==> src/rtl/rc_pkg.sv <==
`timescale 1ns/1ps
package rc_pkg;
  // Register offsets (host view)
  localparam logic [7:0] OFS_PC_LO   = 8'h1E;
  localparam logic [7:0] OFS_PC_HI   = 8'h1F;
  localparam logic [7:0] OFS_STAT_LO = 8'h30;
  localparam logic [7:0] OFS_STAT_HI = 8'h31;
  localparam logic [7:0] OFS_CFG     = 8'h37;
  localparam logic [7:0] OFS_CLK     = 8'h39;
  localparam logic [7:0] OFS_SCM     = 8'h3A;

  // Bit positions
  localparam int STAT_GO_BIT    = 5;
  localparam int STAT_ROMRD_BIT = 6;
  localparam int STAT_IRQ_BIT   = 7;  // in the upper status byte
  localparam int CFG_MASK_BIT   = 7;
  localparam int CFG_FMUL_BIT   = 5;
  localparam int CLK_FAST_BIT   = 0;
  localparam int SCM_ROM_BIT    = 4;
  localparam int SCM_RAM_BIT    = 3;

  typedef enum logic {RS_IDLE = 1'b0, RS_RUN = 1'b1} run_state_t;
endpackage

==> src/rtl/rc_rst_sync.sv <==
`timescale 1ns/1ps
module rc_rst_sync #(
  parameter int STAGES = 2
) (
  input  logic clk,
  input  logic rst_n,
  output logic rst_sync_n
);
  logic [STAGES-1:0] sh_q;

  always_ff @(posedge clk or negedge rst_n) begin
    if (!rst_n) sh_q <= '0;
    else        sh_q <= {sh_q[STAGES-2:0], 1'b1};
  end

  assign rst_sync_n = sh_q[STAGES-1];
endmodule

==> src/rtl/rc_cfg_regs.sv <==
`timescale 1ns/1ps
module rc_cfg_regs
  import rc_pkg::*;
#(
  parameter int ADDR_W = 8,
  parameter int DATA_W = 8,
  localparam int PC_W  = 2 * DATA_W
) (
  input  logic              clk,
  input  logic              rst_n,
  input  logic              wr_en,
  input  logic [ADDR_W-1:0] addr,
  input  logic [DATA_W-1:0] wdata,
  output logic              pc_start,
  output logic              go_clear,
  output logic [PC_W-1:0]   pc_value,
  output logic              irq_mask,
  output logic              fast_mult,
  output logic              clk_fast,
  output logic              rom_to_core,
  output logic              ram_to_core
);
  logic [DATA_W-1:0] pc_lo_q, pc_lo_d, pc_hi_q, pc_hi_d;
  logic              mask_q, mask_d, fmul_q, fmul_d, cfast_q, cfast_d;
  logic              rom_q, rom_d, ram_q, ram_d;

  logic wr_pc_lo, wr_pc_hi, wr_stat, wr_cfg, wr_clk, wr_scm;

  always_comb begin
    wr_pc_lo = wr_en && (addr == ADDR_W'(OFS_PC_LO));
    wr_pc_hi = wr_en && (addr == ADDR_W'(OFS_PC_HI));
    wr_stat  = wr_en && (addr == ADDR_W'(OFS_STAT_LO));
    wr_cfg   = wr_en && (addr == ADDR_W'(OFS_CFG));
    wr_clk   = wr_en && (addr == ADDR_W'(OFS_CLK));
    wr_scm   = wr_en && (addr == ADDR_W'(OFS_SCM));
  end

  always_comb begin
    pc_lo_d = pc_lo_q;
    pc_hi_d = pc_hi_q;
    mask_d  = mask_q;
    fmul_d  = fmul_q;
    cfast_d = cfast_q;
    rom_d   = rom_q;
    ram_d   = ram_q;
    if (wr_pc_lo) pc_lo_d = wdata;
    if (wr_pc_hi) pc_hi_d = wdata;
    if (wr_cfg) begin
      mask_d = wdata[CFG_MASK_BIT];
      fmul_d = wdata[CFG_FMUL_BIT];
    end
    if (wr_clk) cfast_d = wdata[CLK_FAST_BIT];
    if (wr_scm) begin
      rom_d = wdata[SCM_ROM_BIT];
      ram_d = wdata[SCM_RAM_BIT];
    end
  end

  always_ff @(posedge clk or negedge rst_n) begin
    if (!rst_n) begin
      pc_lo_q <= '0;
      pc_hi_q <= '0;
      mask_q  <= 1'b0;
      fmul_q  <= 1'b0;
      cfast_q <= 1'b0;
      rom_q   <= 1'b0;
      ram_q   <= 1'b0;
    end else begin
      pc_lo_q <= pc_lo_d;
      pc_hi_q <= pc_hi_d;
      mask_q  <= mask_d;
      fmul_q  <= fmul_d;
      cfast_q <= cfast_d;
      rom_q   <= rom_d;
      ram_q   <= ram_d;
    end
  end

  assign pc_start    = wr_pc_hi;
  assign go_clear    = wr_stat && !wdata[STAT_GO_BIT];
  assign pc_value    = {pc_hi_q, pc_lo_q};
  assign irq_mask    = mask_q;
  assign clk_fast    = cfast_q;
  assign fast_mult   = fmul_q && !cfast_q;
  assign rom_to_core = rom_q;
  assign ram_to_core = ram_q;

  // the fast multiply select never stays on at the doubled clock rate
  assert_clk_mult_excl_R11: assert property (@(posedge clk) disable iff (!rst_n)
    clk_fast |-> !fast_mult);

  // bus ownership only moves on a screen-mode write
  assert_grant_stable_R10: assert property (@(posedge clk) disable iff (!rst_n)
    !wr_scm |=> ($stable(rom_to_core) && $stable(ram_to_core)));
endmodule

==> src/rtl/rc_run_ctrl.sv <==
`timescale 1ns/1ps
module rc_run_ctrl
  import rc_pkg::*;
(
  input  logic clk,
  input  logic rst_n,
  input  logic pc_start,
  input  logic go_clear,
  input  logic core_stop,
  output logic run_en,
  output logic pc_load,
  output logic stop_evt
);
  run_state_t state_q, state_d;
  logic       load_q;

  always_comb begin
    state_d  = state_q;
    stop_evt = 1'b0;
    if (pc_start) begin
      state_d = RS_RUN;                 // launch or restart, stop ignored
    end else if (state_q == RS_RUN) begin
      if (core_stop) begin
        state_d  = RS_IDLE;
        stop_evt = 1'b1;
      end else if (go_clear) begin
        state_d  = RS_IDLE;
      end
    end
  end

  always_ff @(posedge clk or negedge rst_n) begin
    if (!rst_n) begin
      state_q <= RS_IDLE;
      load_q  <= 1'b0;
    end else begin
      state_q <= state_d;
      load_q  <= pc_start;
    end
  end

  assign run_en  = (state_q == RS_RUN);
  assign pc_load = load_q;

  // a program-counter upper-byte write always leaves the core running
  assert_start_runs_R2: assert property (@(posedge clk) disable iff (!rst_n)
    pc_start |=> (run_en && pc_load));

  // a stop from the core while running ends the run
  assert_core_stop_halts_R3: assert property (@(posedge clk) disable iff (!rst_n)
    (run_en && core_stop && !pc_start) |=> !run_en);

  // without a start, an idle core stays idle
  assert_idle_holds_R8: assert property (@(posedge clk) disable iff (!rst_n)
    (!run_en && !pc_start) |=> !run_en);
endmodule

==> src/rtl/rc_irq.sv <==
`timescale 1ns/1ps
module rc_irq (
  input  logic clk,
  input  logic rst_n,
  input  logic set_evt,
  input  logic clr_read,
  input  logic irq_mask,
  output logic irq_flag,
  output logic host_irq
);
  logic flag_q, flag_d;

  always_comb begin
    flag_d = flag_q;
    if (clr_read) flag_d = 1'b0;
    if (set_evt)  flag_d = 1'b1;        // a new stop wins over the clearing read
  end

  always_ff @(posedge clk or negedge rst_n) begin
    if (!rst_n) flag_q <= 1'b0;
    else        flag_q <= flag_d;
  end

  assign irq_flag = flag_q;
  assign host_irq = flag_q && !irq_mask;

  // an accepted stop leaves the flag set
  assert_stop_sets_flag_R3: assert property (@(posedge clk) disable iff (!rst_n)
    set_evt |=> irq_flag);

  // a status read without a stop leaves the flag clear
  assert_read_clears_R6: assert property (@(posedge clk) disable iff (!rst_n)
    (clr_read && !set_evt) |=> !irq_flag);

  // the flag only rises through an accepted stop
  assert_flag_source_R5: assert property (@(posedge clk) disable iff (!rst_n)
    $rose(irq_flag) |-> $past(set_evt));
endmodule

==> src/rtl/rc_top.sv <==
`timescale 1ns/1ps
module rc_top
  import rc_pkg::*;
#(
  parameter int ADDR_W = 8,
  parameter int DATA_W = 8,
  localparam int PC_W  = 2 * DATA_W
) (
  input  logic              clk,
  input  logic              rst_n,
  input  logic              hwr,
  input  logic              hrd,
  input  logic [ADDR_W-1:0] haddr,
  input  logic [DATA_W-1:0] hwdata,
  output logic [DATA_W-1:0] hrdata,
  input  logic              core_stop,
  input  logic              rom_busy,
  output logic              run_en,
  output logic              pc_load,
  output logic [PC_W-1:0]   pc_value,
  output logic              host_irq,
  output logic              rom_to_core,
  output logic              ram_to_core,
  output logic              fast_mult,
  output logic              clk_fast
);
  logic rst_s_n;
  logic pc_start, go_clear, irq_mask, stop_evt, irq_flag, stat_hi_rd;
  logic [DATA_W-1:0] rd_mux;

  rc_rst_sync #(.STAGES(2)) u_rst (
    .clk(clk), .rst_n(rst_n), .rst_sync_n(rst_s_n)
  );

  rc_cfg_regs #(.ADDR_W(ADDR_W), .DATA_W(DATA_W)) u_cfg (
    .clk(clk), .rst_n(rst_s_n), .wr_en(hwr), .addr(haddr), .wdata(hwdata),
    .pc_start(pc_start), .go_clear(go_clear), .pc_value(pc_value),
    .irq_mask(irq_mask), .fast_mult(fast_mult), .clk_fast(clk_fast),
    .rom_to_core(rom_to_core), .ram_to_core(ram_to_core)
  );

  rc_run_ctrl u_run (
    .clk(clk), .rst_n(rst_s_n), .pc_start(pc_start), .go_clear(go_clear),
    .core_stop(core_stop), .run_en(run_en), .pc_load(pc_load),
    .stop_evt(stop_evt)
  );

  assign stat_hi_rd = hrd && (haddr == ADDR_W'(OFS_STAT_HI));

  rc_irq u_irq (
    .clk(clk), .rst_n(rst_s_n), .set_evt(stop_evt), .clr_read(stat_hi_rd),
    .irq_mask(irq_mask), .irq_flag(irq_flag), .host_irq(host_irq)
  );

  always_comb begin
    rd_mux = '0;
    if (haddr == ADDR_W'(OFS_PC_LO))        rd_mux = pc_value[DATA_W-1:0];
    else if (haddr == ADDR_W'(OFS_PC_HI))   rd_mux = pc_value[PC_W-1:DATA_W];
    else if (haddr == ADDR_W'(OFS_STAT_LO)) begin
      rd_mux[STAT_GO_BIT]    = run_en;
      rd_mux[STAT_ROMRD_BIT] = rom_busy;
    end else if (haddr == ADDR_W'(OFS_STAT_HI)) begin
      rd_mux[STAT_IRQ_BIT]   = irq_flag;
    end
  end

  assign hrdata = hrd ? rd_mux : '0;

  // a restart while running never raises the interrupt flag
  assert_restart_quiet_R7: assert property (@(posedge clk) disable iff (!rst_s_n)
    (pc_start && run_en && !irq_flag) |=> !irq_flag);

  // a host stop through the GO bit does not raise the flag
  assert_host_stop_quiet_R4: assert property (@(posedge clk) disable iff (!rst_s_n)
    (go_clear && !core_stop && !irq_flag) |=> !irq_flag);
endmodule

==> config.mk <==
export PLATFORM = sky130hd
export DESIGN_NAME = rc_top
export DESIGN_NICKNAME = d
export VERILOG_FILES = /design/src/rtl/rc_pkg.sv /design/src/rtl/rc_rst_sync.sv /design/src/rtl/rc_cfg_regs.sv /design/src/rtl/rc_run_ctrl.sv /design/src/rtl/rc_irq.sv /design/src/rtl/rc_top.sv
export SDC_FILE = /design/constraint.sdc
export NUM_CORES = 1
export LEC_CHECK = 0
export CAP_MARGIN = 5
export CORE_MARGIN = 2
export CORE_UTILIZATION = 40
export CTS_CLUSTER_DIAMETER = 80
export DETAILED_ROUTE_END_ITERATION = 6
export PLACE_DENSITY = 0.77
export SYNTH_ARGS = -nofsm -noshare
export SYNTH_HDL_FRONTEND = slang
export SYNTH_SLANG_ARGS = --single-unit
==> constraint.sdc <==
create_clock -name clk -period 2.1 [get_ports clk]
set_clock_uncertainty 0.05 [all_clocks]
set_input_delay 0.525 -clock clk [delete_from_list [all_inputs] [get_ports clk]]
set_output_delay 0.525 -clock clk [all_outputs]
set_load 0.02 [all_outputs]
* After elaboration in Yosys (flattened, before gate mapping) *
Index checks and enable logic that the tools add are counted.
Widths: inputs -> output; s select.

operators by class
  equality and inequality tests = 7
  muxes and demuxes = 16
  reductions and logical operators = 14

operators by type and width
  cell                count
  $eq 8x6->1 const B  5
  $eq 8x5->1 const B  2
  $mux 8              2
  $mux 1              11
  $logic_and 1x1->1   10
  $mux 5              1
  $logic_not 1->1     3
  $mux 3              1
  $mux 2              1
  $reduce_bool 2->1   1

storage, ports and cells
  input port bits = 22
  output and inout port bits = 31
  register bits after elaboration = 26
  word-level logic and storage cells = 48

* Depth between registers and ports, before layout *
Gate-level depths: netlist of the first run.

  depth in word-level cells = 7
  gate-level depth with buffers = 5
  depth with buffers taken out = 4

* By module *
Synthesis of the first run repeated with hierarchy kept, for this count alone.

second synthesis, totals
  cell total of the unflattened synthesis = 99
  area, all modules = 1266.2 um^2

by module, submodules not included
  module       seq. area each (um^2)  times used  cells an instance  area each (um^2)
  rc_cfg_regs  525.5                  1           57                 892.1
  rc_top       0.0                    1           29                 209.0
  rc_run_ctrl  50.0                   1           6                  68.8
  rc_rst_sync  50.0                   1           3                  53.8
  rc_irq       25.0                   1           4                  42.5

* Worst setup path before layout of the first run *
Ideal clock, no wire load.

  path kind = input-to-output
  start = in haddr[1]
  end = out hrdata[6]
  required time = 1525 ps
  data arrival time = 1475 ps
  stages on the path = 3
  path buffers = 0
  slack = 50 ps
  path through = nor4b_1 -> and3_2 -> o221a_2

on the way
  longest elaborated chain between the ends = 5
  elaborated cells between the ends (all ways) = 7
  classes of those cells = eq/ne: 3; mux: 4

ends and longest elaborated chain
  what                line          text
  start: declaration  rc_top.sv:13  input logic [ADDR_W-1:0] haddr,
  $eq 8x6->1          rc_top.sv:59  else if (haddr == ADDR_W'(OFS_STAT_LO)) begin
  $mux 2              rc_top.sv:59
  $mux 3              rc_top.sv:58  else if (haddr == ADDR_W'(OFS_PC_HI)) rd_mux = pc_value[PC_W-1:DATA_W];
  $mux 8 *            rc_top.sv:57  if (haddr == ADDR_W'(OFS_PC_LO)) rd_mux = pc_value[DATA_W-1:0];
  $mux 8 *            rc_top.sv:67  assign hrdata = hrd ? rd_mux : '0;
  end: declaration    rc_top.sv:15  output logic [DATA_W-1:0] hrdata,

Mark *: on every way between the ends. The rest lies on a longest branch, timed or not.

* Final worst setup path of the first run *
  start = in haddr[5]
  end = out hrdata[5]

The elaborated chain is that of the path after synthesis.

==> impl_metrics.yaml, run 1 <==
setup_path:
  worstPathRequired_ns: 1.52
  crit_path_start_kind: "input port"
  reg2reg_depth: 2
  crit_type: "in2out"
  cp.arrival_ns: 1.60
  end_kind: "primary output"
  crit_fanout: 4
die:
  chipHeight_um: 59.8
  initial_core_util_pct: 41.5
  num_rows: 20
  io_pins: 53
  die-area_um2: 3580
  fp.dieW_um: 59.8
  core-area_um2: 3000
timing:
  rsz0062_at_grt: "true"
  slew_viol_final: 0
  finalCritPeriodShare_pct: 104
  setup-violations-final: 8
  max_freq_ghz: 0.460
  final.setup.worst_slack_ns: -0.0761
  finalHoldViolCount: 0
  min_period_ns: 2.18
  whs_ns: 0.203
  fin_tns_setup_ns: -0.355
route:
  drtIter0Drc: 21
  dr.pass1.iters: 4
  avgRoutedWirePerCell_um: 18.0
  post-route-drc-count: 0
  vias: 1099
  ant_nets: 0
  routed_via_density: 5.55
  routed_wl_um: 3560
clock_tree:
  cts_buffer_depth: 2
  cts_tree: "done"
  worst_skew_pair.late_latency_ns: 0.33
  cts-htree-levels: 1
  clkSinkCount: 26
  root_buffer: "clkbuf_4"
  cts_buffers: 3
  clk_pin_slew_ns: 0.14
layout:
  final_layout_size_suffix_gt1_share_pct: 47.9
  nNetsFinal: 188
  area_delta_synth_final_pct: 65.7
  final_core_util_pct: 68.8
  fillCellCount: 220
  antenna_cells: 0
logic_synthesis:
  async_flop_share_pct: 100
  synth_edf_count: 0
  synth_most_common_cell: "dfrtp_1"
  synthFlopType: "dfrtp_1"
  synth_top_area_share_pct: 52.2
  synth.avg_cell_area_um2: 14.0
  syn_inst: 89
  ys_types: 26
  syn_area_um2: 1250
  synth_warnings: 0
  synthesis.nets: 111
  ys_ff_latch: 26
  synth-seq-area-share_pct: 52.2
  synth.area.top_cells: "dfrtp_1, mux2_2, a22o_1"
  synth_top_area_cell: "dfrtp_1"
  netlist_top_cells_count: "dfrtp_1, mux2_2, a22o_1, and3_1"
global_routing:
  grt_pass1_wl_um: 5680
  antenna_found_initial: 0
  grt_usage_pct: 21.5
  grt_max_degree: 25
  overflow: 0
  grt_pass1_vias: 1221
power_and_ir_drop:
  p_leak_nw: 1.02
  power_density_nw_per_um2: 482
  ir_worst_vdd_v: 0.000398
min_path:
  hold_path_class: "reg2async"
placement:
  dp_slack_ns: -1.03
  dp_hpwl_um: 2610
  numPortBuffers: 52
  gp_congestion: 0.832
outcome:
  violations: "setup timing"
  status: "complete, but fails checks"
job:
  max_cap_viol_count: 0
-- where the power goes --
group / total [W] / switching [W] / internal (W)
sequential: 0.000541 / 0.0000171 / 0.000524
clock: 0.000255 / 0.000149 / 0.000106
combinational: 0.000201 / 0.0000868 / 0.000114
-- logic make-up after synthesis --
logic type / Yosys count / share of synthesized area (%)
compound gates: 10 / 7.42
buf+inv: 2 / 0.701
flops: 26 / 52.2
mux: 21 / 19.0
other cells: 1 / 0.301
simple gates: 29 / 20.5
-- metal layers --
layer / vias up / part of all wire [%] / track usage, %
met4: 0 / 1.1 / 7.62
li1: 498 / - / -
met3: 4 / 6.4 / 4.33
met1: 558 / 40 / 26.2
met2: 39 / 52 / 37.3
met5: - / 0 / 0
-- state kept, by name, summed over array words and instances, names as in the netlist --
register and cells:
u_cfg.pc_hi_q 8, u_cfg.pc_lo_q 8, u_rst.sh_q 2, u_cfg.clk_fast 1, u_cfg.fmul_q 1, u_cfg.irq_mask 1, u_cfg.ram_to_core 1, u_cfg.rom_to_core 1
u_irq.irq_flag 1, u_run.pc_load 1, u_run.run_en 1
-- placed cells by master, fill, tap and decap left out, drive strengths merged --
master and n:
buf 37, clkdlybuf4s50 33, dfrtp 26, mux2 21, and3 6, a22o 5, clkbuf 4, or2b 3
o221a 3, nand3 3, nor4b 2, and4bb 2, and4 2, nor2b 2, nor3b 2, dlymetal6s2s 2
nand4 2, and4b 2, and3b 1, inv 1, nand2b 1, o21ai 1, a32o 1, nand4b 1
dlygate4sd2 1, conb 1
-- what timing repair did --
item	CTS	global route
hold buffers	0	0
gates resized for setup	102	3
endpoints found under the setup margin	8	10
buffers inserted	2	1
pin swaps	10	2
-- through the flow --
stage               cells  area, um2  power, W
floorplan              89       1250  0.000613
global placement      191       1940  0.000733
detailed placement    191       1940  0.000740
CTS                   197       2050  0.000997
global route          198       2070   0.00104
finish                198       2070  0.000996
-- worst max-delay path, stage by stage --
cell     delay, ns
buf_2         0.13
and3b_2       0.28
buf_4         0.13
nand3_2       0.11
o221a_2       0.28
buf_4         0.15
-- worst paths after layout --
kind                             startpoint  slack [ns]          endpoint
max                                haddr[5]       -0.08         hrdata[5]
min                           u_rst.sh_q[1]        0.20    u_irq.irq_flag
max reg2reg                u_cfg.pc_hi_q[5]        1.16  u_cfg.pc_hi_q[5]
min reg2reg                   u_rst.sh_q[1]        0.20    u_irq.irq_flag
max in group asynchronous     u_rst.sh_q[1]        1.55  u_cfg.pc_hi_q[2]
min in group clk              u_rst.sh_q[0]        0.35     u_rst.sh_q[1]
-- cell type report --
type	instances	area, um2	share of cell area, %
Timing Repair Buffer	73	701	33.9
Multi-Input combinational cell	61	634	30.7
Inverter	1	3.75	0.182
Tap cell	33	41.3	2.00
Sequential cell	26	651	31.5
Clock buffer	4	36.3	1.76
Power figures use the tool's default switching activity.
==> run 2: changes to the inputs <==
--- a/config.mk
+++ b/config.mk
@@ -10,6 +10,8 @@
 export CORE_UTILIZATION = 40
 export CTS_CLUSTER_DIAMETER = 80
 export DETAILED_ROUTE_END_ITERATION = 6
+export GPL_ROUTABILITY_DRIVEN = 0
+export MAX_ROUTING_LAYER = met4
 export PLACE_DENSITY = 0.77
 export SYNTH_ARGS = -nofsm -noshare
 export SYNTH_HDL_FRONTEND = slang
==> run 2 against run 1 <==
  * The run still ends with setup timing left
  * Routed wire length increased by 0.17%
  * Clock-buffer cell count unchanged
  * Register-to-register slack about the same
  * Highest routed layer unchanged
==> impl_metrics.yaml, run 2 (same netlist as run 1, synthesis figures left out) <==
clock_tree:
  clk_pin_slew_ns: 0.14
  worst_skew_pair.late_latency_ns: 0.33
  cts-htree-levels: 1
  root_buffer: "clkbuf_4"
  cts_tree: "done"
  cts_buffer_depth: 2
  postCtsHoldBufs: 0
  clkSinkCount: 26
  cts_buffers: 3
placement:
  dp_hpwl_um: 2610
  dp_cells: 191
  numPortBuffers: 52
die:
  io_pins: 53
  initial_core_util_pct: 41.5
  fp.dieW_um: 59.8
  die-area_um2: 3580
  num_rows: 20
  core-area_um2: 3000
  chipHeight_um: 59.8
timing:
  slew_viol_final: 0
  finalCritPeriodShare_pct: 103
  final.setup.worst_slack_ns: -0.0734
  min_period_ns: 2.17
  rsz0062_at_grt: "true"
  max_freq_ghz: 0.460
  setup-violations-final: 8
  finalHoldViolCount: 0
layout:
  final_core_util_pct: 68.8
  final_layout_size_suffix_gt1_share_pct: 47.9
  area_delta_synth_final_pct: 65.7
  layout_commonest_cell: "clkdlybuf4s50_1"
  fin_cells: 198
  nNetsFinal: 188
  largestRegisters: "u_cfg.pc_hi_q (8), u_cfg.pc_lo_q (8), u_rst.sh_q (2)"
  antenna_cells: 0
  final_cell_mix: "clkdlybuf4s50_1, dfrtp_1, mux2_2"
min_path:
  hold_path_class: "reg2async"
global_routing:
  antenna_found_initial: 0
  grt_pass1_vias: 1215
  grt_max_degree: 25
  grt_usage_pct: 22.0
  overflow: 0
  grt_pass1_wl_um: 5690
power_and_ir_drop:
  power_density_nw_per_um2: 482
  p_leak_nw: 1.02
  ir_worst_vdd_v: 0.000400
job:
  max_cap_viol_count: 0
route:
  post-route-drc-count: 0
  routed_via_density: 5.54
  avgRoutedWirePerCell_um: 18.0
  dr.pass1.iters: 4
  drtIter0Drc: 20
  routed_wl_um: 3570
  ant_nets: 0
  vias: 1096
setup_path:
  cpMostUsedCell: "buf_4"
  cpLargestDelayFamily: "buffers and inverters"
  reg2reg_to: "u_cfg.pc_hi_q[5]"
  regToRegStartpoint: "u_cfg.pc_hi_q[5]"
  crit_buf_inv: 3
  crit_type: "in2out"
  crit_chain: "buf_2 -> and3b_2 -> buf_4 -> nand3_2 -> o221a_2 -> buf_4"
  rrSetupSlack_ns: 1.16
  crit_fanout: 4
  cp.arrival_ns: 1.60
  worstPathRequired_ns: 1.52
  cp_slowest_cell: "and3b_2"
  reg2reg_depth: 2
  slowest_delay_ns: 0.28
  crit_path_start_kind: "input port"
  end_kind: "primary output"
outcome:
  violations: "setup timing"
  status: "complete, but fails checks"
-- run 2: layout make-up --
class | count | area, um2
inverter | 1 | 3.75
fill | 220 | 936
multi-input combinational | 61 | 634
sequential | 26 | 651
timing repair buffer | 73 | 701
tap | 33 | 41.3
clock buffer | 4 | 36.3
-- run 2: worst max path at each step --
stage	start	end	slack (ns)	depth (start not counted)
5_1_grt	haddr[5]	hrdata[5]	-0.12	6
4_1_cts	haddr[6]	hrdata[0]	-0.06	6
6_report	haddr[5]	hrdata[5]	-0.07	6
2_1_floorplan	haddr[1]	hrdata[6]	0.05	3
3_3_place_gp	haddr[0]	hrdata[4]	-0.99	6
3_5_place_dp	haddr[0]	hrdata[3]	-1.03	6
-- run 2: what timing repair did --
item                       4_1_cts  5_1_grt
cloned                           0        0
setup endpoints to repair        8       10
pin swaps                       10        2
resized for setup              102        3
buffers inserted                 2        1
-- run 2: where the power goes --
group | switching [W] | internal [W] | total (W) | leakage (nW)
Sequential | 0.0000173 | 0.000524 | 0.000541 | 0.354
Clock | 0.000149 | 0.000106 | 0.000256 | 0.0210
Combinational | 0.0000867 | 0.000114 | 0.000201 | 0.646
Total | 0.000253 | 0.000744 | 0.000997 | 1.02
-- run 2: worst register-to-register path, delay by kind of cell, from the launching register on --
kind / cells / cell delay, ns
DFF: 1 / 0.41
buffers and inverters: 1 / 0.14
muxes: 1 / 0.25
-- run 2: through the flow --
stage | total power, W | instance area [um2] | worst slack, ns | hold slack, ns | setup TNS [ns]
floorplan | 0.000613 | 1250 | 0.0496 | 0.179 | 0
global route | 0.00104 | 2070 | -0.118 | 0.244 | -0.686
finish | 0.000997 | 2070 | -0.0734 | 0.206 | -0.357
CTS | 0.000997 | 2050 | -0.0616 | 0.221 | -0.336
global placement | 0.000733 | 1940 | -0.988 | 0.174 | -11.72
detailed placement | 0.000740 | 1940 | -1.03 | 0.209 | -12.43
-- run 2: per-layer routing --
layer / vias up / GRT usage, % / part of all wire (%)
li1: 500 / - / -
met1: 553 / 25.7 / 41
met2: 39 / 37.7 / 52
met3: 4 / 4.33 / 6.3
met4: 0 / 7.62 / 1.1
met5: - / - / 0
